## src/rtl/sct_pkg.sv

```systemverilog
package sct_pkg;

    localparam int NUM_CMP  = 2;
    localparam int EV_RXTX  = 0;
    localparam int EV_GP    = 1;

    localparam int OFS_CTRL     = 'h38;
    localparam int OFS_CMP_BASE = 'h3C;
    localparam int OFS_PEND     = 'h44;
    localparam int OFS_MASK     = 'h48;
    localparam int OFS_TBASE    = 'h4C;
    localparam int SLOT_LSB_POS = 16;

    typedef struct packed {
        logic inv_slot;
        logic force_ld;
        logic auto_adj;
        logic ext_en;
    } sct_ctrl_t;

endpackage

```

## src/rtl/sct_native_clk.sv

```systemverilog
module sct_native_clk #(
    parameter int PHASE_W = 15,
    parameter int SLOT_W  = 16
) (
    input  logic               clk,
    input  logic               rst_n,
    input  logic               tick_en_i,
    input  logic               load_i,
    input  logic [PHASE_W-1:0] corr_i,
    output logic [PHASE_W-1:0] phase_o,
    output logic [SLOT_W-1:0]  slot_o
);

    typedef struct packed {
        logic [PHASE_W-1:0] phase;
        logic [SLOT_W-1:0]  slot;
    } clk_st_t;

    clk_st_t st_d, st_q;

    always_comb begin
        st_d = st_q;
        if (load_i) begin
            st_d.phase = corr_i;
        end else if (tick_en_i) begin
            st_d.phase = st_q.phase + 1'b1;
            if (&st_q.phase) begin
                st_d.slot = st_q.slot + 1'b1;
            end
        end
    end

    always_ff @(posedge clk or negedge rst_n) begin
        if (!rst_n) st_q <= '0;
        else        st_q <= st_d;
    end

    assign phase_o = st_q.phase;
    assign slot_o  = st_q.slot;

    AST_LOAD_PHASE: assert property (@(posedge clk) disable iff (!rst_n)
        load_i |=> (st_q.phase == $past(corr_i)));
    AST_PHASE_WRAP: assert property (@(posedge clk) disable iff (!rst_n)
        (tick_en_i && !load_i && (&st_q.phase)) |=>
        ((st_q.phase == '0) && (st_q.slot == $past(st_q.slot) + 1'b1)));
    AST_PHASE_HOLD: assert property (@(posedge clk) disable iff (!rst_n)
        (!tick_en_i && !load_i) |=> $stable(st_q));

endmodule

```

## src/rtl/sct_cmp_unit.sv

```systemverilog
module sct_cmp_unit #(
    parameter int PHASE_W = 15,
    localparam int CW     = PHASE_W + 1
) (
    input  logic               clk,
    input  logic               rst_n,
    input  logic [CW-1:0]      cmp_i,
    input  logic [PHASE_W-1:0] phase_i,
    input  logic               slot_lsb_i,
    input  logic               ext_en_i,
    input  logic               inv_i,
    output logic               event_o
);

    typedef struct packed {
        logic hit;
    } cmp_st_t;

    cmp_st_t st_d, st_q;
    logic    phase_eq;
    logic    slot_eq;
    logic    hit_now;

    always_comb begin
        phase_eq  = (cmp_i[PHASE_W-1:0] == phase_i);
        slot_eq   = (cmp_i[CW-1] == (slot_lsb_i ^ inv_i));
        hit_now   = phase_eq && (!ext_en_i || slot_eq);
        st_d.hit  = hit_now;
        event_o   = hit_now && !st_q.hit;
    end

    always_ff @(posedge clk or negedge rst_n) begin
        if (!rst_n) st_q <= '0;
        else        st_q <= st_d;
    end

    AST_EVT_SINGLE: assert property (@(posedge clk) disable iff (!rst_n)
        event_o |=> !event_o);
    AST_EVT_PHASE:  assert property (@(posedge clk) disable iff (!rst_n)
        event_o |-> (cmp_i[PHASE_W-1:0] == phase_i));

endmodule

```

## src/rtl/sct_regfile.sv

```systemverilog
module sct_regfile
    import sct_pkg::*;
#(
    parameter int PHASE_W = 15,
    parameter int SLOT_W  = 16,
    parameter int AW      = 8,
    parameter int DW      = 32,
    localparam int CW     = PHASE_W + 1
) (
    input  logic                          clk,
    input  logic                          rst_n,
    input  logic                          we_i,
    input  logic [AW-1:0]                 addr_i,
    input  logic [DW-1:0]                 wdata_i,
    output logic [DW-1:0]                 rdata_o,
    input  logic [NUM_CMP-1:0]            events_i,
    input  logic [PHASE_W-1:0]            phase_i,
    input  logic [SLOT_W-1:0]             slot_i,
    output sct_ctrl_t                     ctrl_o,
    output logic [NUM_CMP-1:0][CW-1:0]    cmp_o,
    output logic [NUM_CMP-1:0]            irq_o
);

    typedef struct packed {
        sct_ctrl_t                     ctrl;
        logic [NUM_CMP-1:0][CW-1:0]    cmp;
        logic [NUM_CMP-1:0]            pend;
        logic [NUM_CMP-1:0]            mask;
    } rf_st_t;

    rf_st_t st_d, st_q;
    logic   wr_ctrl, wr_pend, wr_mask;
    logic   wdata_unused;

    assign wdata_unused = ^wdata_i[DW-1:CW];

    always_comb begin
        wr_ctrl = we_i && (addr_i == AW'(OFS_CTRL));
        wr_pend = we_i && (addr_i == AW'(OFS_PEND));
        wr_mask = we_i && (addr_i == AW'(OFS_MASK));

        st_d = st_q;
        st_d.ctrl.force_ld = 1'b0;
        if (wr_ctrl) begin
            st_d.ctrl = sct_ctrl_t'(wdata_i[3:0]);
        end
        for (int i = 0; i < NUM_CMP; i++) begin
            if (we_i && (addr_i == AW'(OFS_CMP_BASE + 4 * i))) begin
                st_d.cmp[i] = wdata_i[CW-1:0];
            end
        end
        if (wr_mask) begin
            st_d.mask = wdata_i[NUM_CMP-1:0];
        end
        if (wr_pend) begin
            st_d.pend = st_q.pend & ~wdata_i[NUM_CMP-1:0];
        end
        st_d.pend = st_d.pend | events_i;
    end

    always_ff @(posedge clk or negedge rst_n) begin
        if (!rst_n) st_q <= '0;
        else        st_q <= st_d;
    end

    always_comb begin
        rdata_o = '0;
        if (addr_i == AW'(OFS_CTRL)) begin
            rdata_o[3:0] = st_q.ctrl;
        end
        if (addr_i == AW'(OFS_PEND)) begin
            rdata_o[NUM_CMP-1:0] = st_q.pend;
        end
        if (addr_i == AW'(OFS_MASK)) begin
            rdata_o[NUM_CMP-1:0] = st_q.mask;
        end
        if (addr_i == AW'(OFS_TBASE)) begin
            rdata_o[PHASE_W-1:0]              = phase_i;
            rdata_o[SLOT_LSB_POS +: SLOT_W]   = slot_i;
        end
        for (int i = 0; i < NUM_CMP; i++) begin
            if (addr_i == AW'(OFS_CMP_BASE + 4 * i)) begin
                rdata_o[CW-1:0] = st_q.cmp[i];
            end
        end
    end

    assign ctrl_o = st_q.ctrl;
    assign cmp_o  = st_q.cmp;
    assign irq_o  = st_q.pend & st_q.mask;

    AST_FORCE_AUTOCLR: assert property (@(posedge clk) disable iff (!rst_n)
        (st_q.ctrl.force_ld && !wr_ctrl) |=> !st_q.ctrl.force_ld);

    for (genvar g = 0; g < NUM_CMP; g++) begin : g_pend_chk
        AST_PEND_STICKY: assert property (@(posedge clk) disable iff (!rst_n)
            (st_q.pend[g] && !(wr_pend && wdata_i[g])) |=> st_q.pend[g]);
        AST_EVT_SETS_PEND: assert property (@(posedge clk) disable iff (!rst_n)
            events_i[g] |=> st_q.pend[g]);
    end

endmodule

```

## src/rtl/slot_cmp_timer.sv

```systemverilog
module slot_cmp_timer
    import sct_pkg::*;
#(
    parameter int PHASE_W = 15,
    parameter int SLOT_W  = 16,
    parameter int AW      = 8,
    parameter int DW      = 32
) (
    input  logic               clk,
    input  logic               rst_n,
    input  logic               tick_en,
    input  logic               corr_trig,
    input  logic [PHASE_W-1:0] corr_phase,
    input  logic               start_cmd_en,
    input  logic               reg_we,
    input  logic [AW-1:0]      reg_addr,
    input  logic [DW-1:0]      reg_wdata,
    output logic [DW-1:0]      reg_rdata,
    output logic               irq_rxtx,
    output logic               irq_gp,
    output logic               trx_start
);

    localparam int CW = PHASE_W + 1;

    typedef struct packed {
        logic trx;
    } top_st_t;

    top_st_t                    st_d, st_q;
    sct_ctrl_t                  ctrl;
    logic [NUM_CMP-1:0][CW-1:0] cmp;
    logic [NUM_CMP-1:0]         evt;
    logic [NUM_CMP-1:0]         irq;
    logic [PHASE_W-1:0]         phase;
    logic [SLOT_W-1:0]          slot;
    logic                       load;

    assign load = ctrl.force_ld || (ctrl.auto_adj && corr_trig);

    sct_native_clk #(
        .PHASE_W (PHASE_W),
        .SLOT_W  (SLOT_W)
    ) clk_i (
        .clk       (clk),
        .rst_n     (rst_n),
        .tick_en_i (tick_en),
        .load_i    (load),
        .corr_i    (corr_phase),
        .phase_o   (phase),
        .slot_o    (slot)
    );

    for (genvar g = 0; g < NUM_CMP; g++) begin : g_cmp
        sct_cmp_unit #(
            .PHASE_W (PHASE_W)
        ) cmp_i (
            .clk        (clk),
            .rst_n      (rst_n),
            .cmp_i      (cmp[g]),
            .phase_i    (phase),
            .slot_lsb_i (slot[0]),
            .ext_en_i   (ctrl.ext_en),
            .inv_i      (ctrl.inv_slot),
            .event_o    (evt[g])
        );
    end

    sct_regfile #(
        .PHASE_W (PHASE_W),
        .SLOT_W  (SLOT_W),
        .AW      (AW),
        .DW      (DW)
    ) rf_i (
        .clk      (clk),
        .rst_n    (rst_n),
        .we_i     (reg_we),
        .addr_i   (reg_addr),
        .wdata_i  (reg_wdata),
        .rdata_o  (reg_rdata),
        .events_i (evt),
        .phase_i  (phase),
        .slot_i   (slot),
        .ctrl_o   (ctrl),
        .cmp_o    (cmp),
        .irq_o    (irq)
    );

    always_comb begin
        st_d.trx = evt[EV_RXTX] && start_cmd_en;
    end

    always_ff @(posedge clk or negedge rst_n) begin
        if (!rst_n) st_q <= '0;
        else        st_q <= st_d;
    end

    assign trx_start = st_q.trx;
    assign irq_rxtx  = irq[EV_RXTX];
    assign irq_gp    = irq[EV_GP];

    AST_TRX_GATED: assert property (@(posedge clk) disable iff (!rst_n)
        trx_start |-> ($past(start_cmd_en) && $past(evt[EV_RXTX])));
    AST_TRX_PULSE: assert property (@(posedge clk) disable iff (!rst_n)
        trx_start |=> !trx_start);

endmodule

```

## config.mk

```make
export PLATFORM = sky130hd
export DESIGN_NAME = slot_cmp_timer
export DESIGN_NICKNAME = d
export VERILOG_FILES = /design/src/rtl/sct_pkg.sv /design/src/rtl/sct_native_clk.sv /design/src/rtl/sct_cmp_unit.sv /design/src/rtl/sct_regfile.sv /design/src/rtl/slot_cmp_timer.sv
export SDC_FILE = /design/constraint.sdc
export NUM_CORES = 1
export LEC_CHECK = 0
export BUFFER_PORTS_ARGS = -buffer_cell sky130_fd_sc_hd__clkbuf_2
export CORE_MARGIN = 2
export CORE_UTILIZATION = 55
export CTS_CLUSTER_SIZE = 20
export DETAILED_ROUTE_END_ITERATION = 8
export PLACE_DENSITY = 0.81
export SYNTH_ARGS = -nofsm -noshare
export SYNTH_HDL_FRONTEND = slang
export SYNTH_SLANG_ARGS = --single-unit
export TNS_END_PERCENT = 10
```

## constraint.sdc

```tcl
create_clock -name clk -period 2.55 [get_ports clk]
set_clock_uncertainty 0.1 [all_clocks]
set_input_delay 0 -clock clk [delete_from_list [all_inputs] [get_ports clk]]
set_output_delay 0 -clock clk [all_outputs]
set_load 0.01 [all_outputs]
```

==> results of run 1 <==
-- what timing repair did --
item / 4_1_cts / 5_1_grt
endpoints found under the hold margin: 108 / 0
endpoints found under the setup margin: 0 / 0
hold buffers: 36 / 0
-- final timing paths --
kind / cells past startpoint / to / from
worst min register to register: 1 / rf_i.st_q[3] / g_cmp[1].cmp_i.st_q
worst max-delay path: 4 / clk_i.slot_o[1] / clk_i.phase_o[8]
worst min-delay path: 3 / rf_i.st_q[0] / reg_addr[2]
max in group asynchronous: 3 / rf_i.cmp_o[5] / rst_n
min in group asynchronous: 2 / clk_i.slot_o[3] / rst_n
worst max register to register: 4 / clk_i.slot_o[1] / clk_i.phase_o[8]
-- cells by family (layout without fill, tap and decap cells) --
family | Yosys count | after routing | share of synthesized area, %
and+or+nand+nor | 129 | 129 | 19.5
DFF | 74 | 74 | 42.8
xor gates and xnor gates | 62 | 62 | 12.5
buffers and inverters | 53 | 165 | 6.04
AOI/OAI and AO/OA | 51 | 51 | 8.55
adders and majority gates | 2 | 2 | 0.578
muxes | 39 | 39 | 10.1
-- metrics by stage --
step	utilization [%]	cells	setup slack, ps	instance area [µm²]	total power (µW)
finish	69.6	624	387	5350	3330
global route	69.6	624	285	5350	3480
CTS	69.6	624	413	5350	3310
detailed placement	62.1	572	443	4770	2220
global placement	62.1	572	466	4770	2200
floorplan	-	410	498	4330	2030
-- layout make-up --
cell class,count,area (µm²),area share (%)
Clock buffer,10,128,2.39
Clock inverter,6,90.1,1.68
Inverter,23,86.3,1.61
Multi-Input combinational cell,283,2220,41.4
Sequential cell,74,1850,34.6
Tap cell,102,128,2.39
Timing Repair Buffer,126,851,15.9
-- registers in the layout, summed over array words and instances (netlist names) --
name and count:
clk_i.phase_o 15, clk_i.slot_o 16, g_cmp.cmp_i.st_q 2, rf_i.cmp_o 32, rf_i.ctrl_o 4, rf_i.st_q 4, trx_start 1
-- worst max-delay path: cells and delay by family, from the launching register on --
kind / cells / cell delay [ps]
simple gates: 3 / 1040
mux: 1 / 340
flops: 1 / 560
-- layout by cell type, fill, tap and decap left out, types with 4 or more instances in the layout --
| cell | n |
|---|---|
| xor2_1 | 24 |
| nor3_2 | 10 |
| buf_4 | 10 |
| nor4_1 | 9 |
| clkbuf_2 | 78 |
| a211o_1 | 4 |
| nand2_1 | 29 |
| xnor2_1 | 38 |
| a22oi_1 | 5 |
| a222oi_1 | 11 |
| o21ai_0 | 19 |
| nand3_1 | 8 |
| mux2_2 | 31 |
| and2_1 | 15 |
| mux2_1 | 5 |
| and3_1 | 4 |
| nor3_1 | 7 |
| dlygate4sd3_1 | 36 |
| clkbuf_8 | 9 |
| nor2_1 | 8 |
| nand4_1 | 12 |
| dfrtp_1 | 74 |
| inv_1 | 23 |
-- power by group --
group          internal [µW]  switching [µW]  total, µW
registers               1290             221       1510
logic                    400             394        794
clock network            555             469       1020
total                   2250            1080       3330
-- metal layers --
layer | vias to the layer above | GRT usage, % | part of all wire [%]
li1 | 1668 | - | -
met1 | 1724 | 32.5 | 43
met2 | 120 | 43.8 | 51
met3 | 21 | 3.34 | 4.5
met4 | 0 | 8.82 | 1.8
met5 | - | 0 | 0
==> reports/results.txt, run 1 <==
Routed WL per cell: 16.6 µm
maximum clock rate: 462 MHz
Die Wd: 92.7 µm
Clock transition at path regs: 80 ps
CTS sink cnt: 74
largest net degree at the start of global routing: 33
Final Hold Fails: 0
clk root buf: clkbuf_8
RSZ-0062 raised after global routing: false
cells along the critical path: nand4_4, or4_4, nor4_4, mux2_1
FILL cells: 561
P&R area growth vs syn: 23.6%
CTS Buf Count: 9
worst slew pin tran: 716 ps
Antenna Cells: 0
total congestion overflow: 0
Post-Syn Area: 0.00433 mm²
Synth cell types: 51
Residual DRC: 0
VDD IR-drop max: 0.388 mV
Syn Inst Count: 410
cells taking the most area after synthesis: dfrtp_1, mux2_2, xnor2_1
Seq cells post-synth: 74
post-route antenna net violation count: 0
# rows: 32
initial antenna violation count: 0
Vias/cell: 5.66
full die area: 0.00860 mm²
htree depth: 3
Slew Limit Fails: 0
Worst path slowest cell: or4_4
layout cell share with drive strength beyond 1: 30.1%
first-pass GRT wire length: 17.0 mm
Min Hold Slack: 26.8 ps
outcome: completed
Mean Syn Cell Area: 10.6 µm²
crit path capture type: flop
Post-synth EDFFs: 0
starting density of the core: 56.3%
required time worst endpoint: 2690 ps
crit-path max FO: 7
clock latency on the worst-skew pair: 350 ps
critical path start-end classification: reg2reg
Ys Warns: 0
Final #Nets: 580
leading area contributor after synthesis: dfrtp_1
CTS Buffer Depth: 2
Sum Neg Setup Slack: 0 ps
Resized cells post-CTS: 0
Post-CTS Setup Bufs: 0
CTS tree: done
register area share after synthesis: 42.8%
Leakage: 0.00254 µW
DP HPWL: 7.26 mm
Max Cap Viol: 0
R2R setup slack: 390 ps
post-synthesis async set-or-reset flop share: 100%
Die Y: 92.7 µm
ys flop type: dfrtp_1
total global-route track usage: 25.2%
Min Clock Period, post-route: 2160 ps
syn nets: 473
drt total wl: 10.4 mm
hold crit path type: in2reg
number of global-route vias before repair: 3537
crit share post-route: 84.8%
top-area cell type share of the netlist area: 42.8%
Worst slew margin: 52.3%
# IOs: 96
First DRT Iteration DRCs: 302
Port Buf Inserts: 79
Power Density: 623 mW/mm²
most common cell in the netlist: dfrtp_1
setup violators final: 0
most frequent cells after synthesis: dfrtp_1, xnor2_1, mux2_2
Critical Path Source Type: flop
global placer's final weighted congestion: 0.876
1st-pass router iterations: 6
CORE AREA: 0.00769 mm²
WP data arrival: 2300 ps
via count: 3533
Worst path max stage delay: 570 ps
(Power assumes the default switching activity.)
==> inputs of run 2 (changes only) <==
==> constraint.sdc (replaced) <==
create_clock -name clk -period 2 [get_ports clk]
set_clock_uncertainty 0.1 [all_clocks]
set_input_delay 0 -clock clk [delete_from_list [all_inputs] [get_ports clk]]
set_output_delay 0 -clock clk [all_outputs]
set_load 0.01 [all_outputs]
==> reports/results.txt, run 2 (synthesis results as in run 1) <==
outcome: completed (unchanged)
Antenna Cells: 0 (unchanged)
met2 usage: 45.4% (was 43.8%)
Largest register FFs: 32 (unchanged)
full die area: 0.00860 mm² (unchanged)
CTS Buf Count: 9 (unchanged)
M3 GR Usage: 3.50% (was 3.34%)
WP data arrival: 2130 ps (was 2300 ps)
Worst path max stage delay: 630 ps (was 570 ps)
DP HPWL: 7.35 mm (was 7.26 mm)
CTS sink cnt: 74 (unchanged)
DP Worst Slack: 30.0 ps (was 443 ps)
crit-path max FO: 5 (was 7)
worst slew pin tran: 524 ps (was 716 ps)
RSZ-0062 raised after global routing: true (was false)
Clock transition at path regs: 80 ps (about the same)
Vias/cell: 5.67 (was 5.66)
setup violators final: 0 (unchanged)
total congestion overflow: 0 (unchanged)
Final Hold Fails: 0 (unchanged)
met1 Use GR: 32.5% (about the same)
Residual DRC: 0 (unchanged)
Die Y: 92.7 µm (unchanged)
required time worst endpoint: 2140 ps (was 2690 ps)
First DRT Iteration DRCs: 279 (was 302)
commonest non-fill, non-tap cells in the layout: clkbuf_2, dfrtp_1, xnor2_1 (unchanged)
crit share post-route: 99.3% (was 84.8%)
total global-route track usage: 26.1% (was 25.2%)
delay-heaviest family, CP: simple AND/OR/NAND/NOR gates (unchanged)
CTS Buffer Depth: 2 (unchanged)
Placed Cells: 590 (was 572)
Die Wd: 92.7 µm (unchanged)
clk root buf: clkbuf_8 (unchanged)
Buf/Inv on CP: 0 (unchanged)
FILL cells: 556 (was 561)
starting density of the core: 56.3% (unchanged)
Critical Path Source Type: flop (unchanged)
Max Cap Viol: 0 (unchanged)
most used routing layer: met2 (unchanged)
critical path start-end classification: reg2reg (unchanged)
Non-Filler Instances: 647 (was 624)
most common cell after layout, fill and taps aside: clkbuf_2 (unchanged)
cells along the critical path: nand4_4, or4_4, nor4_4, mux2_1 (unchanged)
largest net degree at the start of global routing: 75 (was 33)
maximum clock rate: 503 MHz (was 462 MHz)
VDD IR-drop max: 0.477 mV (was 0.388 mV)
Worst path slowest cell: or4_4 (unchanged)
Port Buf Inserts: 79 (unchanged)
layout cell share with drive strength beyond 1: 33.2% (was 30.1%)
multi-input logic area: 0.00225 mm² (was 0.00222 mm²)
Power Density: 808 mW/mm² (was 623 mW/mm²)
Final #Nets: 603 (was 580)
# IOs: 96 (unchanged)
initial antenna violation count: 0 (unchanged)
post-route antenna net violation count: 0 (unchanged)
CORE AREA: 0.00769 mm² (unchanged)
drt total wl: 11.0 mm (was 10.4 mm)
FF+latch area: 0.00185 mm² (unchanged)
clock latency on the worst-skew pair: 360 ps (was 350 ps)
Min Clock Period, post-route: 1990 ps (was 2160 ps)
global placer's final weighted congestion: 0.867 (was 0.876)
crit path capture type: flop (unchanged)
Slew Limit Fails: 0 (unchanged)
Routed WL per cell: 17.0 µm (was 16.6 µm)
# rows: 32 (unchanged)
first-pass GRT wire length: 17.5 mm (was 17.0 mm)
number of global-route vias before repair: 3637 (was 3537)
Leakage: 0.00268 µW (was 0.00254 µW)
via count: 3670 (was 3533)
htree depth: 3 (unchanged)
Worst slew margin: 65.0% (was 52.3%)
P&R area growth vs syn: 28.6% (was 23.6%)
hold crit path type: in2reg (unchanged)
Worst Slack Setup Final: 13.9 ps (was 387 ps)
CTS tree: done (unchanged)
1st-pass router iterations: 7 (was 6)
[run 2: per-layer routing]
layer	vias up	share of wire, %
li1	1710	-
met1	1795	41
met2	146	52
met3	19	4.9
met4	0	2.2
met5	-	0
[run 2: worst paths after layout]
kind	from	to	slack, ps	depth (start not counted)
min in group asynchronous	rst_n	clk_i.phase_o[10]	100	3
setup reg to reg	clk_i.phase_o[9]	clk_i.slot_o[1]	10	4
hold reg to reg	g_cmp[1].cmp_i.st_q	rf_i.st_q[3]	330	1
hold / removal	reg_addr[3]	rf_i.st_q[0]	30	3
max in group asynchronous	rst_n	clk_i.slot_o[1]	1360	3
setup / recovery	clk_i.phase_o[9]	clk_i.slot_o[1]	10	4
[run 2: timing repair]
item,CTS,global route
resized for setup,0,6
endpoints found under the hold margin,130,0
setup buffers,0,4
hold buffers,36,0
endpoints found under the setup margin,0,9
[run 2: worst reg2reg max path: stages (launching register included)]
cell     delay (ps)
dfrtp_1         410
nand4_4         150
or4_4           630
nor4_4          230
mux2_1          350
[run 2: report_power, final]
group          total [µW]  internal [µW]  switching (µW)
registers            1800           1650             144
logic                1300            626             671
clock network        1410            828             578
[run 2: layout make-up]
class / count / area share, %
clock buffers: 11 / 2.36
clock inverters: 5 / 1.84
inverters: 23 / 1.55
multi-input cells: 284 / 40.4
flip-flops and latches: 74 / 33.3
well taps: 102 / 2.29
repair buffers: 148 / 18.3
[run 2: through the flow]
stage	setup TNS, ps	instance area, µm²	utilization (%)	hold slack (ps)	power, µW
detailed placement	0	4910	63.8	-38.1	2980
CTS	0	5500	71.6	11.6	4470
floorplan	-13.9	4330	-	-396	2580
finish	0	5570	72.4	28.5	4500
global route	-103	5570	72.4	51.7	4690
global placement	0	4910	63.8	-36.4	2950
==> inputs of run 3 (changes only) <==
--- a/config.mk
+++ b/config.mk
@@ -11,6 +11,7 @@
 export CTS_CLUSTER_SIZE = 20
 export DETAILED_ROUTE_END_ITERATION = 8
 export PLACE_DENSITY = 0.81
+export SETUP_SLACK_MARGIN = 0.15
 export SYNTH_ARGS = -nofsm -noshare
 export SYNTH_HDL_FRONTEND = slang
 export SYNTH_SLANG_ARGS = --single-unit
==> reports/results.txt, run 3 (synthesis results as in run 1) <==
P&R area growth vs syn: 28.5% (was 28.6%)
Pwr Total: 4610 µW (was 4500 µW)
post-route antenna net violation count: 0 (unchanged)
Routed WL per cell: 17.1 µm (was 17.0 µm)
CTS Buf Count: 9 (unchanged)
Vias/cell: 5.72 (was 5.67)
fin area: 0.00556 mm² (was 0.00557 mm²)
Die Wd: 92.7 µm (unchanged)
Clock transition at path regs: 80 ps (about the same)
# IOs: 96 (unchanged)
drt total wl: 11.0 mm (about the same)
Worst R2R Start: clk_i.phase_o[8] (was clk_i.phase_o[9])
number of global-route vias before repair: 3716 (was 3637)
Worst path max stage delay: 590 ps (was 630 ps)
hold crit path type: in2reg (unchanged)
worst slew pin tran: 492 ps (was 524 ps)
Antenna Cells: 0 (unchanged)
Clock Power Share: 33.2% (was 31.3%)
Worst path slowest cell: or4_4 (unchanged)
R2R depth: 4 (unchanged)
cells along the critical path: nand4_4, or4_4, nor4_4, mux2_4 (was nand4_4, or4_4, nor4_4, mux2_1)
Sum Neg Setup Slack: 0 ps (unchanged)
VDD IR-drop max: 0.602 mV (was 0.477 mV)
critical path start-end classification: reg2reg (unchanged)
Min Clock Period, post-route: 1950 ps (was 1990 ps)
commonest non-fill, non-tap cells in the layout: clkbuf_2, dfrtp_1, xnor2_1 (unchanged)
Critical Path Source Type: flop (unchanged)
Die Y: 92.7 µm (unchanged)
Post-DP Area: 0.00490 mm² (was 0.00491 mm²)
Stages on worst setup path: 4 (unchanged)
global placer's final weighted congestion: 0.893 (was 0.867)
Port Buf Inserts: 79 (unchanged)
layout cell share with drive strength beyond 1: 34.0% (was 33.2%)
required time worst endpoint: 2140 ps (about the same)
setup violators final: 0 (unchanged)
sequential share of power: 39.2% (was 39.9%)
crit-path max FO: 5 (unchanged)
most common cell after layout, fill and taps aside: clkbuf_2 (unchanged)
CTS tree: done (unchanged)
RSZ-0062 raised after global routing: true (unchanged)
CTS sink cnt: 74 (unchanged)
Worst slew margin: 67.1% (was 65.0%)
htree depth: 3 (unchanged)
WP data arrival: 2090 ps (was 2130 ps)
Switching Fraction: 30.8% (was 31.0%)
P_sw: 1420 µW (was 1390 µW)
CP startpoint: clk_i.phase_o[8] (was clk_i.phase_o[9])
clock latency on the worst-skew pair: 350 ps (was 360 ps)
crit share post-route: 97.7% (was 99.3%)
Residual DRC: 0 (unchanged)
crit path capture type: flop (unchanged)
DP HPWL: 7.66 mm (was 7.35 mm)
First DRT Iteration DRCs: 302 (was 279)
Largest register FFs: 32 (unchanged)
outcome: completed (unchanged)
Power Density: 828 mW/mm² (was 808 mW/mm²)
initial antenna violation count: 0 (unchanged)
delay-heaviest family, CP: simple AND/OR/NAND/NOR gates (unchanged)
Comb power frac: 27.6% (was 28.8%)
Final Hold Fails: 0 (unchanged)
Min Hold Slack: 39.8 ps (was 28.5 ps)
worst hold path startpoint: reg_addr[7] (was reg_addr[3])
Max Cap Viol: 0 (unchanged)
full die area: 0.00860 mm² (unchanged)
clk root buf: clkbuf_8 (unchanged)
maximum clock rate: 512 MHz (was 503 MHz)
Internal Power: 3190 µW (was 3110 µW)
FILL cells: 551 (was 556)
Final #Nets: 597 (was 603)
starting density of the core: 56.3% (unchanged)
largest net degree at the start of global routing: 75 (unchanged)
first-pass GRT wire length: 17.9 mm (was 17.5 mm)
total congestion overflow: 0 (unchanged)
Leakage: 0.00265 µW (was 0.00268 µW)
# rows: 32 (unchanged)
CTS Buffer Depth: 2 (unchanged)
CORE AREA: 0.00769 mm² (unchanged)
Hold Path Depth: 5 (was 3)
Buf/Inv on CP: 0 (unchanged)
1st-pass router iterations: 5 (was 7)
total global-route track usage: 26.6% (was 26.1%)
via count: 3668 (was 3670)
Slew Limit Fails: 0 (unchanged)
==> run 3: final timing paths <==
path | slack [ps] | end
min reg2reg | 330 | trx_start
min in group asynchronous | 90 | clk_i.phase_o[6]
max | 50 | clk_i.slot_o[1]
max in group asynchronous | 1380 | rf_i.ctrl_o[3]
min | 40 | rf_i.st_q[2]
max reg2reg | 50 | clk_i.slot_o[1]
==> run 3: cell type report <==
type	instances	area [µm²]	share of cell area, %
repair buffers	143	976	17.5
clock inverters	7	141	2.54
flip-flops and latches	74	1850	33.3
multi-input cells	283	2250	40.5
well taps	102	128	2.29
clock buffers	9	124	2.23
inverters	23	86.3	1.55
==> run 3: per-layer routing <==
| layer | wire [µm] | global-route usage, % | up-vias |
|---|---|---|---|
| li1 | - | - | 1695 |
| met5 | 0 | 0 | - |
| met2 | 5460 | 45.3 | 141 |
| met3 | 530 | 3.91 | 39 |
| met1 | 4580 | 33.5 | 1793 |
| met4 | 396 | 12.4 | 0 |
==> run 3: worst reg2reg max path, stage by stage (launching register included) <==
cell	delay, ps
dfrtp_1	420
nand4_4	130
or4_4	590
nor4_4	280
mux2_4	330
==> run 3: metrics by stage <==
step | worst slack, ps | std cells | utilization [%]
3_3_place_gp | 66.9 | 586 | 63.7
4_1_cts | 65.5 | 638 | 71.9
5_1_grt | 9.95 | 641 | 72.3
6_report | 46.5 | 641 | 72.3
3_5_place_dp | 5.09 | 586 | 63.7
2_1_floorplan | 66.7 | 410 | -
==> run 3: power by group through the flow <==
stage	clock network [µW]	logic, µW	registers, µW
after global placement	0	1120	1820
after floorplan	0	856	1750
after detailed placement	0	1170	1830
after global routing	1630	1360	1830
final	1530	1270	1810
after CTS	1560	1240	1810
==> run 3: repair_timing <==
| action | in CTS | in global routing |
|---|---|---|
| endpoints found under the setup margin | 13 | 19 |
| pin swaps | 1 | 4 |
| endpoints found under the hold margin | 130 | 0 |
| hold buffers | 35 | 0 |
| gates resized for setup | 1 | 3 |
| gates cloned | 0 | 0 |
| buffers inserted | 1 | 3 |
